--- src/rtl/pll_seq_pkg.sv ---
package pll_seq_pkg;

  localparam int REG_W   = 32;
  localparam int BIT_RST = 31;
  localparam int BIT_EN  = 11;
  localparam int BIT_BYP = 8;
  localparam int BIT_PD  = 5;

  localparam logic [REG_W-1:0] M_RST = REG_W'(1) << BIT_RST;
  localparam logic [REG_W-1:0] M_EN  = REG_W'(1) << BIT_EN;
  localparam logic [REG_W-1:0] M_BYP = REG_W'(1) << BIT_BYP;
  localparam logic [REG_W-1:0] M_PD  = REG_W'(1) << BIT_PD;
  localparam logic [REG_W-1:0] M_CTL = M_RST | M_EN | M_BYP | M_PD;

  typedef enum logic [3:0] {
    ST_IDLE  = 4'd0,
    ST_FORCE = 4'd1,
    ST_MERGE = 4'd2,
    ST_SETTLE= 4'd3,
    ST_ENA   = 4'd4,
    ST_UNRST = 4'd5,
    ST_UNBYP = 4'd6,
    ST_FIN   = 4'd7
  } seq_state_e;

endpackage

--- src/rtl/pll_seq_timer.sv ---
module pll_seq_timer #(
  parameter int unsigned WAIT_CYC = 50000
) (
  input  logic clk,
  input  logic rst_n,
  input  logic run_i,
  output logic expired_o
);
  localparam int unsigned CYC   = (WAIT_CYC < 1) ? 1 : WAIT_CYC;
  localparam int          CNT_W = (CYC < 2) ? 1 : $clog2(CYC);
  localparam logic [CNT_W-1:0] LAST = CNT_W'(CYC - 1);

  logic [CNT_W-1:0] cnt_q, cnt_d;
  logic             cnt_en;

  always_comb begin
    cnt_en = 1'b0;
    cnt_d  = cnt_q;
    if (!run_i) begin
      cnt_en = (cnt_q != '0);
      cnt_d  = '0;
    end else if (cnt_q != LAST) begin
      cnt_en = 1'b1;
      cnt_d  = cnt_q + CNT_W'(1);
    end
  end

  always_ff @(posedge clk or negedge rst_n) begin
    if (!rst_n)      cnt_q <= '0;
    else if (cnt_en) cnt_q <= cnt_d;
  end

  assign expired_o = run_i && (cnt_q == LAST);

  AST_TMR_BOUND: assert property (@(posedge clk) disable iff (!rst_n)
    cnt_q <= LAST);
  AST_TMR_IDLE_ZERO: assert property (@(posedge clk) disable iff (!rst_n)
    !run_i |=> (cnt_q == '0));

endmodule

--- src/rtl/pll_seq_image.sv ---
module pll_seq_image
  import pll_seq_pkg::*;
(
  input  logic             clk,
  input  logic             rst_n,
  input  logic             cap_i,
  input  logic [REG_W-1:0] setting_i,
  input  logic [REG_W-1:0] cur_i,
  input  seq_state_e       step_i,
  input  logic             wr_i,
  output logic [REG_W-1:0] wdata_o
);
  logic [REG_W-1:0] img_q, img_d, set_q;
  logic             img_en;

  always_comb begin
    unique case (step_i)
      ST_FORCE: img_d = (img_q & ~M_PD) | M_RST | M_BYP;
      ST_MERGE: img_d = img_q | (set_q & ~M_CTL);
      ST_ENA:   img_d = img_q | M_EN;
      ST_UNRST: img_d = img_q & ~M_RST;
      ST_UNBYP: img_d = img_q & ~M_BYP;
      default:  img_d = img_q;
    endcase
    img_en = cap_i || wr_i;
  end

  always_ff @(posedge clk or negedge rst_n) begin
    if (!rst_n)      img_q <= '0;
    else if (img_en) img_q <= cap_i ? cur_i : img_d;
  end

  always_ff @(posedge clk or negedge rst_n) begin
    if (!rst_n)     set_q <= '0;
    else if (cap_i) set_q <= setting_i;
  end

  assign wdata_o = img_d;

  AST_MERGE_KEEPS_FORCE: assert property (@(posedge clk) disable iff (!rst_n)
    (step_i == ST_MERGE) |-> (wdata_o[BIT_RST] && wdata_o[BIT_BYP] && !wdata_o[BIT_PD]));
  AST_ENA_SETS_EN: assert property (@(posedge clk) disable iff (!rst_n)
    (step_i == ST_ENA) |-> (wdata_o[BIT_EN] && wdata_o[BIT_RST] && wdata_o[BIT_BYP]));
  AST_LAST_RELEASED: assert property (@(posedge clk) disable iff (!rst_n)
    (step_i == ST_UNBYP) |-> (!wdata_o[BIT_RST] && !wdata_o[BIT_BYP] && wdata_o[BIT_EN]));

endmodule

--- src/rtl/pll_seq_ctrl.sv ---
module pll_seq_ctrl
  import pll_seq_pkg::*;
(
  input  logic       clk,
  input  logic       rst_n,
  input  logic       req_i,
  input  logic       expired_i,
  output seq_state_e state_o,
  output logic       cap_o,
  output logic       wr_o,
  output logic       run_o,
  output logic       busy_o,
  output logic       done_o
);
  seq_state_e st_q, st_d;

  always_comb begin
    st_d = st_q;
    unique case (st_q)
      ST_IDLE:   if (req_i) st_d = ST_FORCE;
      ST_FORCE:  st_d = ST_MERGE;
      ST_MERGE:  st_d = ST_SETTLE;
      ST_SETTLE: if (expired_i) st_d = ST_ENA;
      ST_ENA:    st_d = ST_UNRST;
      ST_UNRST:  st_d = ST_UNBYP;
      ST_UNBYP:  st_d = ST_FIN;
      ST_FIN:    st_d = ST_IDLE;
      default:   st_d = ST_IDLE;
    endcase
  end

  always_ff @(posedge clk or negedge rst_n) begin
    if (!rst_n) st_q <= ST_IDLE;
    else        st_q <= st_d;
  end

  assign state_o = st_q;
  assign cap_o   = (st_q == ST_IDLE) && req_i;
  assign wr_o    = (st_q == ST_FORCE) || (st_q == ST_MERGE) || (st_q == ST_ENA) ||
                   (st_q == ST_UNRST) || (st_q == ST_UNBYP);
  assign run_o   = (st_q == ST_SETTLE);
  assign busy_o  = (st_q != ST_IDLE);
  assign done_o  = (st_q == ST_FIN);

  AST_WR_IN_BUSY: assert property (@(posedge clk) disable iff (!rst_n)
    wr_o |-> busy_o);
  AST_ENA_AFTER_SETTLE: assert property (@(posedge clk) disable iff (!rst_n)
    (st_q == ST_ENA) |-> ($past(st_q) == ST_SETTLE));
  AST_DONE_AFTER_WRITE: assert property (@(posedge clk) disable iff (!rst_n)
    done_o |-> $past(wr_o));
  AST_DONE_SINGLE: assert property (@(posedge clk) disable iff (!rst_n)
    done_o |=> !done_o && !busy_o);
  AST_REQ_IGNORED: assert property (@(posedge clk) disable iff (!rst_n)
    (busy_o && req_i) |=> (st_q != ST_FORCE));

endmodule

--- src/rtl/pll_reprog_seq.sv ---
module pll_reprog_seq
  import pll_seq_pkg::*;
#(
  parameter int unsigned CLK_HZ    = 50_000_000,
  parameter int unsigned SETTLE_US = 1000
) (
  input  logic             clk,
  input  logic             rst_n,
  input  logic             req_i,
  input  logic [REG_W-1:0] setting_i,
  input  logic [REG_W-1:0] cur_i,
  output logic             wr_o,
  output logic [REG_W-1:0] wdata_o,
  output logic             busy_o,
  output logic             done_o
);
  localparam int unsigned SETTLE_CYC = (CLK_HZ / 1_000_000) * SETTLE_US;

  seq_state_e step;
  logic       cap, run, expired, wr;

  pll_seq_ctrl u_ctrl (
    .clk       (clk),
    .rst_n     (rst_n),
    .req_i     (req_i),
    .expired_i (expired),
    .state_o   (step),
    .cap_o     (cap),
    .wr_o      (wr),
    .run_o     (run),
    .busy_o    (busy_o),
    .done_o    (done_o)
  );

  pll_seq_timer #(.WAIT_CYC(SETTLE_CYC)) u_timer (
    .clk       (clk),
    .rst_n     (rst_n),
    .run_i     (run),
    .expired_o (expired)
  );

  pll_seq_image u_image (
    .clk       (clk),
    .rst_n     (rst_n),
    .cap_i     (cap),
    .setting_i (setting_i),
    .cur_i     (cur_i),
    .step_i    (step),
    .wr_i      (wr),
    .wdata_o   (wdata_o)
  );

  assign wr_o = wr;

  AST_STROBE_SINGLE_CYCLE: assert property (@(posedge clk) disable iff (!rst_n)
    (wr_o && $past(wr_o) && $past(wr_o, 2)) |=> !wr_o || !busy_o || ($past(wdata_o) != wdata_o));

endmodule

--- config.mk ---
export PLATFORM = sky130hd
export DESIGN_NAME = pll_reprog_seq
export DESIGN_NICKNAME = d
export VERILOG_FILES = /design/src/rtl/pll_seq_pkg.sv /design/src/rtl/pll_seq_timer.sv /design/src/rtl/pll_seq_image.sv /design/src/rtl/pll_seq_ctrl.sv /design/src/rtl/pll_reprog_seq.sv
export SDC_FILE = /design/constraint.sdc
export NUM_CORES = 1
export LEC_CHECK = 0
export ABC_AREA = 1
export BUFFER_PORTS_ARGS = -buffer_cell sky130_fd_sc_hd__buf_2
export CAP_MARGIN = 0
export CORE_UTILIZATION = 27
export DETAILED_ROUTE_END_ITERATION = 16
export GPL_TIMING_DRIVEN = 0
export MAX_ROUTING_LAYER = met4
export PLACE_DENSITY = 0.43
export SLEW_MARGIN = 20
export SYNTH_ARGS = -nofsm -noshare
export SYNTH_HDL_FRONTEND = slang
export SYNTH_SLANG_ARGS = --single-unit
--- constraint.sdc ---
create_clock -name clk -period 1.6 [get_ports clk]
set_clock_uncertainty 0.1 [all_clocks]
set_input_delay 0.24 -clock clk [delete_from_list [all_inputs] [get_ports clk]]
set_output_delay 0.24 -clock clk [all_outputs]
set_load 0.01 [all_outputs]
== After elaboration in Yosys (flattened, before gate mapping) ==
Index checks and enable logic that the tools add are counted.

* Output and inout bits: 35
* Word-level logic and storage cells: 39
* Input port bits: 67
* Bits in registers: 83

* Bitwise logic cells: 1
* Equal/unequal tests: 12
* Reduce and logical (&&, ||, !) cells: 12
* Mux-type cells: 9
* Add/subtract/negate cells: 1

{| class="wikitable"
|+ Operators with widths
! cell !! count
|-
| one-hot mux 32 bit (5 select lines) || 1
|-
| 2-to-1 mux 16 bit || 2
|-
| 2-to-1 mux 32 bit || 1
|-
| bitwise OR 32 x 31 -> 32 bit || 1
|-
| one-hot mux 4 bit (7 select lines) || 1
|-
| adder 16 x 1 -> 16 bit (second input constant) || 1
|-
| == test 16 bit (second input constant) || 1
|-
| == test 4 x 3 -> 1 bit (second input constant) || 4
|-
| inequality test 16 bit (second input constant) || 1
|-
| nonzero test 16 bit || 1
|-
| == test 4 x 2 -> 1 bit (second input constant) || 2
|-
| 2-to-1 mux 4 bit || 2
|-
| inequality test 2 bit (second input constant) || 3
|-
| logical OR 1 bit || 5
|-
| == test 4 x 1 -> 1 bit (second input constant) || 1
|-
| logical NOT 4 bit || 1
|-
| AND reduction 2 bit || 2
|-
| nonzero test 4 bit || 1
|-
| logical AND 1 bit || 2
|-
| 2-to-1 mux 1 bit || 2
|}

== Logic depth before layout (Yosys ltp) ==
* Word-level depth: 6
* Depth in mapped cells: 9
* Gate-level depth less buffers: 9

== Modules after synthesis ==
A second synthesis with hierarchy kept.

* Cell total of the unflattened synthesis: 484
* Area total of the unflattened synthesis: 4,172.8 µm²

{| class="wikitable"
|+ Modules (own cells, without submodules)
! module !! sequential area each (µm²) !! cells each !! instances !! area an instance (µm²)
|-
| pll_seq_image || 1,501.4 || 310 || 1 || 2,960.3
|-
| pll_seq_timer || 400.4 || 149 || 1 || 1,034.7
|-
| pll_seq_ctrl || 75.1 || 25 || 1 || 177.7
|}

== Worst setup path after synthesis ==
OpenSTA, ideal clock, no wires.

* Path kind: register to output
* Start point: register u_ctrl.st_q[0], in the netlist u_ctrl.state_o[0]
* End point: output wdata_o[14]
* Required time: 1,260 ps
* Slack: 158 ps
* Arrival time: 1,102 ps
* Buffers on the path: 1
* Stages on the path, launching flop included: 7
* Cells stage by stage: dfrtp_1 -> inv_2 -> nand2_1 -> nor2_4 -> buf_4 -> a21oi_1 -> inv_1

* Longest elaborated chain between the ends: 2
* Elaborated cells on any way between the ends: 6
* Classes of those cells: 5 x eq/ne; 1 x mux

{| class="wikitable"
|+ RTL lines
! item !! line !! source
|-
| from (decl) || pll_seq_ctrl.sv:15 || <nowiki>seq_state_e st_q, st_d;</nowiki>
|-
| from (signal assigned) || pll_seq_ctrl.sv:34 || <nowiki>else st_q <= st_d;</nowiki>
|-
| == test 4 x 3 -> 1 bit (tied with other cells) || pll_seq_image.sv:17 || <nowiki>unique case (step_i)</nowiki>
|-
| one-hot mux 32 bit (5 select lines) (*) || pll_seq_image.sv:17 ||
|-
| to (decl) || pll_reprog_seq.sv:13 || <nowiki>output logic [REG_W-1:0] wdata_o,</nowiki>
|}

Every way passes the cells marked *; elsewhere a longest branch is shown, timed or not.

== Worst setup path after layout ==
* Start point: register u_ctrl.st_q[1], in the netlist u_ctrl.state_o[1]
* End point: output wdata_o[13]

Same word-level chain as after synthesis.

==> results.tsv <==
metric	value	unit
status	complete, but fails checks	
failing checks	negative setup slack	
full die area	14170	µm²
# fillers	1345	
FMAX	0.5345	GHz
Avg WL per Cell	13.90	µm
Tot GR Track Use	16.86	%
First-pass DRT Iterations	4	
Core Region	13300	µm²
syn_area_per_cell	8.040	µm²
Via density	4.345	
Worst slew margin	73.77	%
sequential area share after synthesis	53.45	%
area growth from synthesis to layout	53.04	%
initial DRC count	74	
top cell type's share of synthesized area	53.45	%
vias in the first global route	3535	
DRC viols	0	
Slew @ Worst Pin	0.3934	ns
Cell Pwr Density	1661	nW/µm²
Critical Path End Type	output port	
pre-CTS WS	-0.2187	ns
Hold Path Class	in -> reg	
top post-synthesis cells by area	dfrtp_1 53%, nand2_1 21%, nor2_1 4.5%, a41o_1 2.7%, inv_1 2.6%	
Worst EP arrival	1.53	ns
root buf cell	clkbuf_16	
Crit Path Max Fanout	5	
most common cell in the netlist	nand2_1	
cell row count	42	
gr ovfl total	0	
total wire length	11150	µm
IR drop worst, VDD	0.7172	mV
Worst Setup Start Kind	register	
Critical Path RT	1.26	ns
clock sink count	79	
crit path time final	1.871	ns
Final setup viols	35	
final worst-path cycle share	116.9	%
crit path from	u_ctrl.state_o[1]	
worst hold start	cur_i[17]	
CTS tree	yes	
Layout Nets	690	
reg-to-reg slack, setup	0.01	ns
initial antenna violation count	0	
setup TNS	-7.458	ns
final core utilization	42.57	%
ys async rst share	100.0	%
yosys warns	0	
critical path class	reg -> out	
syn nets	529	
via count	3485	
R2R Path Start	u_ctrl.state_o[1]	
Post-DRT Antenna Nets	0	
io pins	102	
Die Y	119.0	µm
mapped cell area	3699	µm²
Critical Path Max Stage Delay	0.34	ns
die width	119.0	µm
most instantiated cells after synthesis	211 x nand2_1, 79 x dfrtp_1, 44 x nor2_1	
IO buf count	97	
Clock Latency Late Sink	0.34	ns
CP most frequent cell	buf_6	
share of cells above drive strength 1	34.82	%
slowest stage cell on the critical path	dfrtp_1	
Antenna diodes	0	
Synth Flop Type	dfrtp_1	
maxcap violations	0	
synthesized instance count	460	
#FFs+latches synth	79	
final setup margin	-0.2710	ns
Reg clk slew, reported paths	0.06	ns
Lkg Pwr	2.864	nW
max-slew violations	0	
clk buf depth	2	
Post-synth EDFFs	0	
post-DP HPWL	7493	µm
initial core utilization	27.82	%
RSZ-0062 raised after global routing	true	
gpl congestion	0.8063	
first-pass GRT wire length	17910	µm
CTS buffer count	9	
H-tree levels	3	
final hold vios	0	
CP cell instances	buf_6 -> nand2_4 -> nor2_4 -> buf_6 -> a21o_1 -> buf_6	
most area-hungry cell type in the Yosys netlist	dfrtp_1	
synth unique cells	27	
largest net degree at the start of global routing	54	
-- layout make-up --
class / count / area [µm²] / share of cell area [%]
multi-input cells: 334 / 1748 / 30.88
well taps: 176 / 220.2 / 3.890
clock inverters: 6 / 37.54 / 0.6631
flip-flops and latches: 79 / 1979 / 34.97
clock buffers: 10 / 229.0 / 4.045
repair buffers: 150 / 1142 / 20.18
plain buffers: 18 / 182.7 / 3.227
inverters: 29 / 121.4 / 2.144
-- cells by family after synthesis --
group / Yosys count / share of synthesized area, %
adders and majority gates: 2 / 0.6765
and+or+nand+nor: 282 / 30.45
DFF: 79 / 53.45
buffers and inverters: 47 / 5.954
xor gates and xnor gates: 3 / 0.7105
AOI/OAI and AO/OA: 47 / 8.762
-- per-stage QoR --
stage | total power, mW | instances | area (µm²) | hold WS (ns)
CTS | 8.798 | 789 | 5255 | 0.001803
finish | 9.405 | 802 | 5660 | 0.007657
global placement | 6.181 | 733 | 4404 | 0.3385
detailed placement | 6.228 | 734 | 4434 | 0.09611
floorplan | 5.041 | 460 | 3699 | -0.1556
global route | 10.13 | 802 | 5660 | 0.01189
-- sequential cells by signal, summed over array words and instances (netlist names) --
signal and flops:
u_image.img_q 32, u_image.set_q 28, u_timer.cnt_q 16, u_ctrl.state_o 3
-- routing by layer --
layer / up-vias / wire length, µm / track usage [%]
met2: 75 / 4944 / 25.07
met5: - / 0 / -
met1: 1622 / 5529 / 22.37
met4: 0 / 187 / 6.883
li1: 1778 / - / -
met3: 10 / 486 / 3.400
-- final timing paths --
kind / end / depth (start not counted)
min in group asynchronous: u_timer.cnt_q[9] / 2
worst max-delay path: wdata_o[13] / 6
worst min-delay path: u_image.img_q[17] / 3
worst max register to register: u_image.set_q[25] / 9
worst min register to register: u_image.set_q[27] / 2
max in group asynchronous: u_ctrl.state_o[2] / 3
-- layout by cell type (no fill, tap or decap), drive strengths merged --
master	n
a21o	9
dfrtp	79
ha	2
xor2	3
nor2	47
buf	139
inv	29
nor3	4
a41o	10
clkinv	3
or2	1
nand3	13
o21bai	3
nand2	211
o22a	1
clkbuf	14
dlygate4sd3	25
a21oi	11
o211ai	1
nand4	5
nor3b	1
o21ai	11
o31ai	1
clkinvlp	3
-- power breakdown --
| group | total (mW) | internal, mW | switching [mW] |
|---|---|---|---|
| registers | 3.18 | 2.77 | 0.402 |
| clock network | 1.89 | 1.04 | 0.852 |
| logic | 4.33 | 2.03 | 2.30 |
| total | 9.40 | 5.85 | 3.56 |
-- worst max-delay path, delay by kind of cell (launching register included) --
kind / cells / cell delay [ns]
flops: 1 / 0.34
simple gates: 2 / 0.27
buf+inv: 3 / 0.43
compound gates: 1 / 0.15
-- timing repair --
item / 4_1_cts / 5_1_grt
buffers inserted: 12 / 11
gates cloned: 2 / 3
setup endpoints to repair: 69 / 83
hold endpoints to repair: 50 / 0
hold buffers: 25 / 0
pin swaps: 11 / 17
resized for setup: 47 / 78
Note: power is estimated with default switching activity, not from simulation.
